===== config.mk =====
export PLATFORM = sky130hd
export DESIGN_NAME = rxp_unit
export DESIGN_NICKNAME = d
export VERILOG_FILES = /design/src/rtl/rxp_pkg.sv /design/src/rtl/rxp_stage.sv /design/src/rtl/rxp_network.sv /design/src/rtl/rxp_unit.sv
export SDC_FILE = /design/constraint.sdc
export NUM_CORES = 1
export LEC_CHECK = 0
export ABC_AREA = 1
export BUFFER_PORTS_ARGS = -buffer_cell sky130_fd_sc_hd__buf_2
export CAP_MARGIN = 20
export CORE_MARGIN = 2
export CORE_UTILIZATION = 52
export DETAILED_ROUTE_END_ITERATION = 12
export PLACE_DENSITY = 0.81
export SYNTH_ARGS = -nofsm -noshare
export SYNTH_HDL_FRONTEND = slang
export SYNTH_SLANG_ARGS = --single-unit

===== constraint.sdc =====
create_clock -name clk -period 1.7 [get_ports clk]
set_clock_uncertainty 0.1 [all_clocks]
set_input_delay 0.34 -clock clk [delete_from_list [all_inputs] [get_ports clk]]
set_output_delay 0.34 -clock clk [all_outputs]
set_load 0.05 [all_outputs]

===== src/rtl/rxp_pkg.sv =====
package rxp_pkg;

    // Highest bit index touched by the layer of distance 2**j in a network
    // of lg layers over a doubled word of 2*w bits. The widest layer stops
    // at 2w-2-2**(lg-1); every narrower layer ends its own distance lower.
    function automatic int layer_top(input int w, input int lg, input int j);
        int v;
        v = 2 * w - 2;
        for (int t = lg - 1; t >= j; t--) begin
            v = v - (1 << t);
        end
        return v;
    endfunction

    // Right rotate of a word of up to 64 bits, used by the checks.
    function automatic logic [63:0] rot_right(input logic [63:0] v, input int w, input int amt);
        logic [63:0] r;
        r = '0;
        for (int b = 0; b < w; b++) begin
            r[b] = v[(b + amt) % w];
        end
        return r;
    endfunction

endpackage


===== src/rtl/rxp_stage.sv =====
module rxp_stage #(
    parameter int W2        = 64,
    parameter int J         = 4,
    parameter int TOP       = 46,
    parameter bit STRIPE_ON = 1'b1
) (
    input  logic [W2-1:0] din,
    input  logic          sh_bit,
    input  logic          shx_bit,
    input  logic          stripe,
    output logic [W2-1:0] dout
);
    localparam int K = 1 << J;

    logic unused_in;
    assign unused_in = stripe ^ shx_bit;

    for (genvar i = 0; i < W2; i++) begin : g_bit
        if (i <= TOP) begin : g_move
            logic base_en;
            logic en;
            if (J == 0) begin : g_prim
                assign base_en = sh_bit;
            end else if (((i >> (J - 1)) & 1) == 1) begin : g_sel_sh
                assign base_en = sh_bit;
            end else begin : g_sel_shx
                assign base_en = shx_bit;
            end
            if (STRIPE_ON && (J >= 2) && (((i >> (J - 2)) & 1) == 0)) begin : g_inv
                assign en = stripe ? ~base_en : base_en;
            end else begin : g_plain
                assign en = base_en;
            end
            assign dout[i] = en ? din[i + K] : din[i];
        end else begin : g_pass
            assign dout[i] = din[i];
        end
    end

    // Bits above the layer's range must leave it untouched
    always_comb begin
        if (TOP + 1 < W2) begin
            AST_ABOVE_TOP_PASS: assert (dout[W2-1] == din[W2-1]);
        end
    end

endmodule


===== src/rtl/rxp_network.sv =====
module rxp_network #(
    parameter int W  = 32,
    parameter int AW = $clog2(W)
) (
    input  logic [W-1:0]  src,
    input  logic [AW-1:0] shift,
    input  logic [AW-1:0] shiftx,
    input  logic          stripe,
    output logic [W-1:0]  perm
);
    import rxp_pkg::*;

    localparam int LG = AW;
    localparam int W2 = 2 * W;

    logic [W2-1:0] lvl [0:LG];

    assign lvl[0] = {src, src};

    for (genvar s = 0; s < LG; s++) begin : g_layer
        localparam int JJ = LG - 1 - s;
        rxp_stage #(
            .W2        (W2),
            .J         (JJ),
            .TOP       (layer_top(W, LG, JJ)),
            .STRIPE_ON (JJ == LG - 1)
        ) u_stage (
            .din     (lvl[s]),
            .sh_bit  (shift[JJ]),
            .shx_bit (shiftx[JJ]),
            .stripe  (stripe),
            .dout    (lvl[s+1])
        );
    end

    logic [W-1:0] unused_hi;
    assign unused_hi = lvl[LG][W2-1:W];
    assign perm      = lvl[LG][W-1:0];

endmodule


===== src/rtl/rxp_unit.sv =====
module rxp_unit #(
    parameter int W     = 32,
    parameter int OUT_W = 64
) (
    input  logic                   clk,
    input  logic                   rst_n,
    input  logic                   in_valid,
    input  logic [W-1:0]           in_src,
    input  logic [$clog2(W)-1:0]   in_shift,
    input  logic [$clog2(W)-1:0]   in_shiftx,
    input  logic                   in_stripe,
    output logic                   out_valid,
    output logic [OUT_W-1:0]       out_result
);
    import rxp_pkg::*;

    localparam int AW  = $clog2(W);
    localparam int EXT = OUT_W - W;

    logic [W-1:0] perm;

    rxp_network #(.W(W), .AW(AW)) u_net (
        .src    (in_src),
        .shift  (in_shift),
        .shiftx (in_shiftx),
        .stripe (in_stripe),
        .perm   (perm)
    );

    always_ff @(posedge clk or negedge rst_n) begin
        if (!rst_n) begin
            out_valid <= 1'b0;
        end else begin
            out_valid <= in_valid;
        end
    end

    always_ff @(posedge clk or negedge rst_n) begin
        if (!rst_n) begin
            out_result <= '0;
        end else if (in_valid) begin
            out_result <= {{EXT{perm[W-1]}}, perm};
        end
    end

    AST_VALID_RISE: assert property (@(posedge clk) disable iff (!rst_n)
        in_valid |=> out_valid);
    AST_VALID_DROP: assert property (@(posedge clk) disable iff (!rst_n)
        !in_valid |=> !out_valid);
    AST_HOLD_IDLE: assert property (@(posedge clk) disable iff (!rst_n)
        !in_valid |=> $stable(out_result));
    AST_PLAIN_ROTATE: assert property (@(posedge clk) disable iff (!rst_n)
        (in_valid && (in_shift == in_shiftx) && !in_stripe) |=>
        (out_result[W-1:0] == W'(rot_right(64'($past(in_src)), W, int'($past(in_shift))))));
    AST_ZERO_SOURCE: assert property (@(posedge clk) disable iff (!rst_n)
        (in_valid && (in_src == '0)) |=> (out_result == '0));

endmodule


==> flow_metrics.py, run 1 <==
metrics = {
    "synth": {
        "synthCells": 558,
        "ys_seq_area_share_pct": 23.8,
        "syn_area_um2": 3470,
        "synth.distinct_cells": 15,
        "synth-compound-area-share_pct": 2.31,
        "synth.area.top_cells": "nand3_1 36%, dfrtp_1 24%, nand2_1 15%, buf_4 7.8%, nand3_2 6.1%",
        "syn_area_per_cell_um2": 6.21,
        "yosysTopAreaCell": "nand3_1",
        "synthSimpleGateAreaFrac_pct": 58.5,
        "synth_mux_area_share_pct": 0,
        "synthAdderAreaFrac_pct": 0,
        "synth_warnings": 0,
        "syn_nets": 604,
        "yosysTopAreaCellShare_pct": 36.2,
        "ys_ff_latch": 33,
        "synthXorXnorAreaFrac_pct": 0,
        "synth_top_family_by_area": "simple AND/OR/NAND/NOR gates",
    },
    "power": {
        "internal_power_mw": 1.85,
        "sw_frac_of_total_pct": 50.2,
        "power.density_nw_per_um2": 898,
        "clock_power_share_pct": 20.1,
        "pwr-share-seq_pct": 26.1,
        "power_switching_mw": 1.86,
        "power_frac_comb_pct": 53.8,
        "vdd_ir_drop_max_v": 0.000971,
        "total_power_mw": 3.71,
        "power.leakage_nw": 2.27,
    },
    "clocking": {
        "clk_pin_slew_ps": 80,
        "hold_buffers": 0,
        "cts_buffers": 5,
        "cts_root_buffer": "clkbuf_8",
        "numClockSinks": 33,
        "cts_htree_levels": 2,
        "cts_tree": "yes",
        "cts_setup_buffers": 0,
        "clk_path_buf_depth": 2,
        "clock_latency_ps": 290,
        "ctsResizeCount": 0,
    },
    "finish": {
        "seq_area_um2": 830,
        "multi_input_area_um2": 2110,
        "final_core_util_pct": 64.7,
        "n_antenna_cell": 0,
        "synthToLayoutAreaGrowth_pct": 19.2,
        "instances_no_fill": 722,
        "layout_commonest_cell": "nand3_1",
        "nFillCells": 605,
        "layout_common_cells": "251 x nand3_1, 137 x nand2_1, 109 x buf_2, 32 x dfrtp_1, 31 x buf_4",
        "final_area_um2": 4130,
        "layout-drive-gt1-share_pct": 28.7,
        "nNetsFinal": 690,
    },
    "place": {
        "portBuffers": 109,
        "dp.cells": 714,
        "place_area_um2": 4010,
        "place_hpwl_mm": 8.96,
        "pre_cts_ws_ps": -150,
        "gp_congestion": 0.946,
    },
    "critical_path": {
        "critPathKind": "reg -> out",
        "cp-end-kind": "output pin",
        "slowest_delay_ps": 560,
        "critical_path.max_fanout": 34,
        "path_buf_inv": 1,
        "cp_data_arrival_time_ps": 1170,
        "startpoint_type": "register",
        "crit_family": "flip-flops",
        "crit_path_top_delay_cell": "dfrtp_4",
        "worst_ep_required_time_ps": 1260,
        "crit_chain": "buf_2",
    },
    "floorplan": {
        "chipHeight_um": 85.6,
        "io_pins": 111,
        "die_w_um": 85.6,
        "coreArea_um2": 6390,
        "row_count": 29,
        "dieArea_um2": 7330,
        "initial_utilization_pct": 54.3,
    },
    "sta": {
        "finalCritPeriodShare_pct": 94.5,
        "setup_viol": 0,
        "rsz0062_at_grt": "no",
        "report.final.hold_viol_count": 5,
        "worstMarginPinSlew_ps": 706,
        "fin_crit_ps": 1610,
        "setup_ws_ps": 93.3,
        "slew_violations": 0,
        "fmax_ghz": 0.622,
        "slew_headroom_pct": 52.9,
        "hold_ws_ps": -1.71,
    },
    "routing": {
        "drc_errors": 0,
        "wire_per_inst_um": 15.7,
        "ant_nets": 0,
        "num_vias": 4204,
        "drt_iter0_markers": 450,
        "firstDrtPassIters": 7,
        "viasPerCell": 5.82,
        "drt-total-wl_mm": 11.4,
    },
    "global_route": {
        "grtUsageTotal_pct": 31.4,
        "grt_start_max_net_pins": 35,
        "grt_pass1_vias": 3712,
        "grt_overflow": 0,
        "antenna_found_initial": 0,
        "grt_pass1_wl_mm": 18.5,
    },
    "job": {
        "drv_cap": 0,
    },
    "run_status": {
        "outcome": "finished, violations left",
        "violations": "negative hold slack",
    },
    "worst_hold_path": {
        "hold_class": "in -> async",
    },
}
==> through the flow <==
| stage | setup TNS [ps] | hold slack, ps |
|---|---|---|
| after detailed placement | -3210 | 342 |
| after floorplan | 0 | -55.6 |
| final | 0 | -1.71 |
| after CTS | 0 | 26.2 |
| after global routing | 0 | 65.0 |
| after global placement | -1720 | 314 |
==> synthesized netlist by cell type <==
master	count
clkbuf_4	1
clkbuf_1	7
buf_4	36
inv_2	3
buf_1	1
nand2_2	5
nand2_4	1
nand2_1	138
dfrtp_1	33
inv_1	24
nand3_2	21
nand3_1	251
o21ai_0	16
buf_6	3
buf_2	18
==> sequential cells by signal (all words and copies together), names as in the netlist <==
| signal | flops |
|---|---|
| out_result | 32 |
| out_valid | 1 |
==> logic make-up after synthesis <==
group           count (synthesis)
flops                          33
simple gates                  416
compound gates                 16
buf+inv                        93
==> cell type report <==
| type | count | share of cell area [%] |
|---|---|---|
| Inverter | 27 | 2.45 |
| Clock inverter | 3 | 1.12 |
| Clock buffer | 5 | 1.67 |
| Tap cell | 77 | 2.33 |
| Multi-Input combinational cell | 432 | 51.1 |
| Timing Repair Buffer | 145 | 21.3 |
| Sequential cell | 33 | 20.1 |
==> final timing paths <==
kind                                       startpoint                          to  slack (ps)  depth (start not counted)
hold / removal                                  rst_n  out_result[18]$_DFFE_PN0P_          -2                          1
min in group clk                             in_valid         out_valid$_DFF_PN0_         370                          2
max in group asynchronous                       rst_n  out_result[31]$_DFFE_PN0P_         980                          1
setup reg to reg           out_result[31]$_DFFE_PN0P_  out_result[31]$_DFFE_PN0P_         760                          2
hold reg to reg            out_result[24]$_DFFE_PN0P_  out_result[24]$_DFFE_PN0P_         370                          2
setup / recovery           out_result[31]$_DFFE_PN0P_              out_result[62]          90                          1
==> per-layer routing <==
layer	share of wire, %	up-vias	global-route usage (%)
met5	0	-	0
met4	2.7	0	8.37
met3	7.4	31	4.91
met2	47	209	52.4
met1	42	1910	42.5
li1	-	2054	-
==> power groups by stage <==
stage / Clock (mW) / Sequential, mW / Combinational [mW]
2_1_floorplan: 0 / 1.37 / 1.20
3_3_place_gp: 0 / 0.970 / 1.96
3_5_place_dp: 0 / 0.979 / 1.98
4_1_cts: 0.765 / 0.967 / 1.99
5_1_grt: 0.793 / 0.982 / 2.13
6_report: 0.746 / 0.967 / 2.00
Note: power is estimated with default switching activity, not from simulation.
==> run 2: changes to the inputs <==
Settings changed: RECOVER_POWER set to 100.
==> run 2 against run 1 <==
The run now ends clean. Non-clock buffer count did not move. Final cell count did not move. Routed wire length fell by 0.19%. Sequential share of layout area rose by 0.17 points. Hold slack improved by 23 ps. Power fell by 0.59%. Sequential cell count did not move. Cell area fell by 0.85%. Combinational power barely moved. Register-to-register slack barely moved. Worst setup slack got worse by 21 ps. Largest power group unchanged. Highest routed layer unchanged.
==> flow_metrics.py, run 2 (synthesis results as in run 1) <==
metrics = {
    "global_route": {
        "grt_pass1_wl_mm": 18.5,
        "grtUsageTotal_pct": 31.4,
        "grt_start_max_net_pins": 35,
        "grt_pass1_vias": 3712,
        "antenna_found_initial": 0,
        "grt_overflow": 0,
    },
    "sta": {
        "setup_viol": 0,
        "setup_tns_ps": 0,
        "fin_crit_ps": 1630,
        "worstMarginPinSlew_ps": 784,
        "report.final.hold_viol_count": 0,
        "hold_ws_ps": 21.6,
        "fmax_ghz": 0.615,
        "slew_violations": 0,
        "rsz0062_at_grt": "no",
        "finalCritPeriodShare_pct": 95.7,
        "slew_headroom_pct": 47.7,
    },
    "routing": {
        "drt-total-wl_mm": 11.3,
        "wire_per_inst_um": 15.7,
        "drc_errors": 0,
        "firstDrtPassIters": 6,
        "num_vias": 4213,
        "ant_nets": 0,
        "drt_iter0_markers": 447,
        "viasPerCell": 5.84,
    },
    "critical_path": {
        "critical_path.max_fanout": 34,
        "path_buf_inv": 1,
        "cp_data_arrival_time_ps": 1190,
        "startpoint_type": "register",
        "cp-end-kind": "output pin",
        "crit_chain": "clkbuf_2",
        "worst_ep_required_time_ps": 1260,
        "critPathKind": "reg -> out",
        "crit_family": "flip-flops",
        "crit_path_top_delay_cell": "dfrtp_4",
        "slowest_delay_ps": 570,
    },
    "clocking": {
        "clk_path_buf_depth": 2,
        "cts_root_buffer": "clkbuf_8",
        "cts_htree_levels": 2,
        "numClockSinks": 33,
        "clk_pin_slew_ps": 80,
        "cts_buffers": 5,
        "hold_buffers": 0,
        "cts_tree": "yes",
        "ctsResizeCount": 0,
        "cts_setup_buffers": 0,
        "clock_latency_ps": 290,
    },
    "finish": {
        "n_antenna_cell": 0,
        "layout_commonest_cell": "nand3_1",
        "layout-drive-gt1-share_pct": 24.7,
        "synthToLayoutAreaGrowth_pct": 18.2,
        "nNetsFinal": 690,
        "layout_common_cells": "251 x nand3_1, 137 x nand2_1, 66 x buf_2, 32 x dfrtp_1, 30 x buf_4",
        "largest_register_ffs": 32,
        "top_regs": "out_result: 32 flops, out_valid: 1 flops",
        "largest_register": "out_result",
        "nFillCells": 627,
        "final_core_util_pct": 64.1,
    },
    "floorplan": {
        "initial_utilization_pct": 54.3,
        "die_w_um": 85.6,
        "coreArea_um2": 6390,
        "chipHeight_um": 85.6,
        "row_count": 29,
        "io_pins": 111,
        "dieArea_um2": 7330,
    },
    "power": {
        "power.leakage_nw": 2.19,
        "internal_power_mw": 1.82,
        "vdd_ir_drop_max_v": 0.000969,
        "power.density_nw_per_um2": 900,
        "power_switching_mw": 1.87,
        "total_power_mw": 3.69,
        "pwr-share-seq_pct": 26.4,
        "clock_power_share_pct": 20.3,
        "sw_frac_of_total_pct": 50.7,
        "power_frac_comb_pct": 53.4,
    },
    "place": {
        "place_hpwl_mm": 8.96,
        "portBuffers": 109,
        "gp_congestion": 0.946,
    },
    "run_status": {
        "outcome": "finished clean",
    },
    "job": {
        "drv_cap": 0,
    },
    "worst_hold_path": {
        "hold_class": "in -> async",
    },
}
## run 2: cell count changes in the layout (fill, tap and decap cells not counted)
cell	change
buf_2	-43
buf_4	-1
clkbuf_1	+26
clkbuf_2	+18
## run 2: area by class of cell
type	count	area, um^2	share of cell area, %
Clock buffer	5	68.8	1.68
Sequential cell	33	830	20.3
Inverter	27	101	2.47
Clock inverter	3	46.3	1.13
Tap cell	77	96.3	2.35
Multi-Input combinational cell	432	2110	51.5
Timing Repair Buffer	145	843	20.6
## run 2: power by group through the flow
stage	Sequential, mW	Clock [mW]	Combinational [mW]
finish	0.972	0.747	1.97
global route	0.987	0.793	2.11
CTS	0.967	0.765	1.99
detailed placement	0.979	0	1.98
global placement	0.970	0	1.96
floorplan	1.37	0	1.20
## run 2: final timing paths
check | from | endpoint | slack [ps] | cells after the start
worst min register to register | out_result[24]$_DFFE_PN0P_ | out_result[24]$_DFFE_PN0P_ | 380 | 2
max in group asynchronous | rst_n | out_result[31]$_DFFE_PN0P_ | 910 | 1
worst max register to register | out_result[31]$_DFFE_PN0P_ | out_result[31]$_DFFE_PN0P_ | 750 | 2
min in group clk | out_result[24]$_DFFE_PN0P_ | out_result[24]$_DFFE_PN0P_ | 380 | 2
worst max-delay path | out_result[31]$_DFFE_PN0P_ | out_result[39] | 70 | 1
worst min-delay path | rst_n | out_result[18]$_DFFE_PN0P_ | 20 | 1
## run 2: worst register-to-register path, stage by stage, from the launching register on
cell     delay [ps]
dfrtp_4         590
nand2_1         100
nand2_1          50
## run 2: metal layers
layer,wire (um),global-route usage [%],up-vias
met5,0,0,-
met4,272,8.37,0
met3,943,4.91,28
met2,5360,52.4,230
met1,4750,42.5,1902
li1,-,-,2053
## run 2: metrics by stage
stage	setup WS [ps]	std cells	area, um^2
2_1_floorplan	196	558	3470
3_3_place_gp	-102	714	4010
3_5_place_dp	-150	714	4010
4_1_cts	25.3	722	4130
5_1_grt	21.0	722	4100
6_report	72.8	722	4100
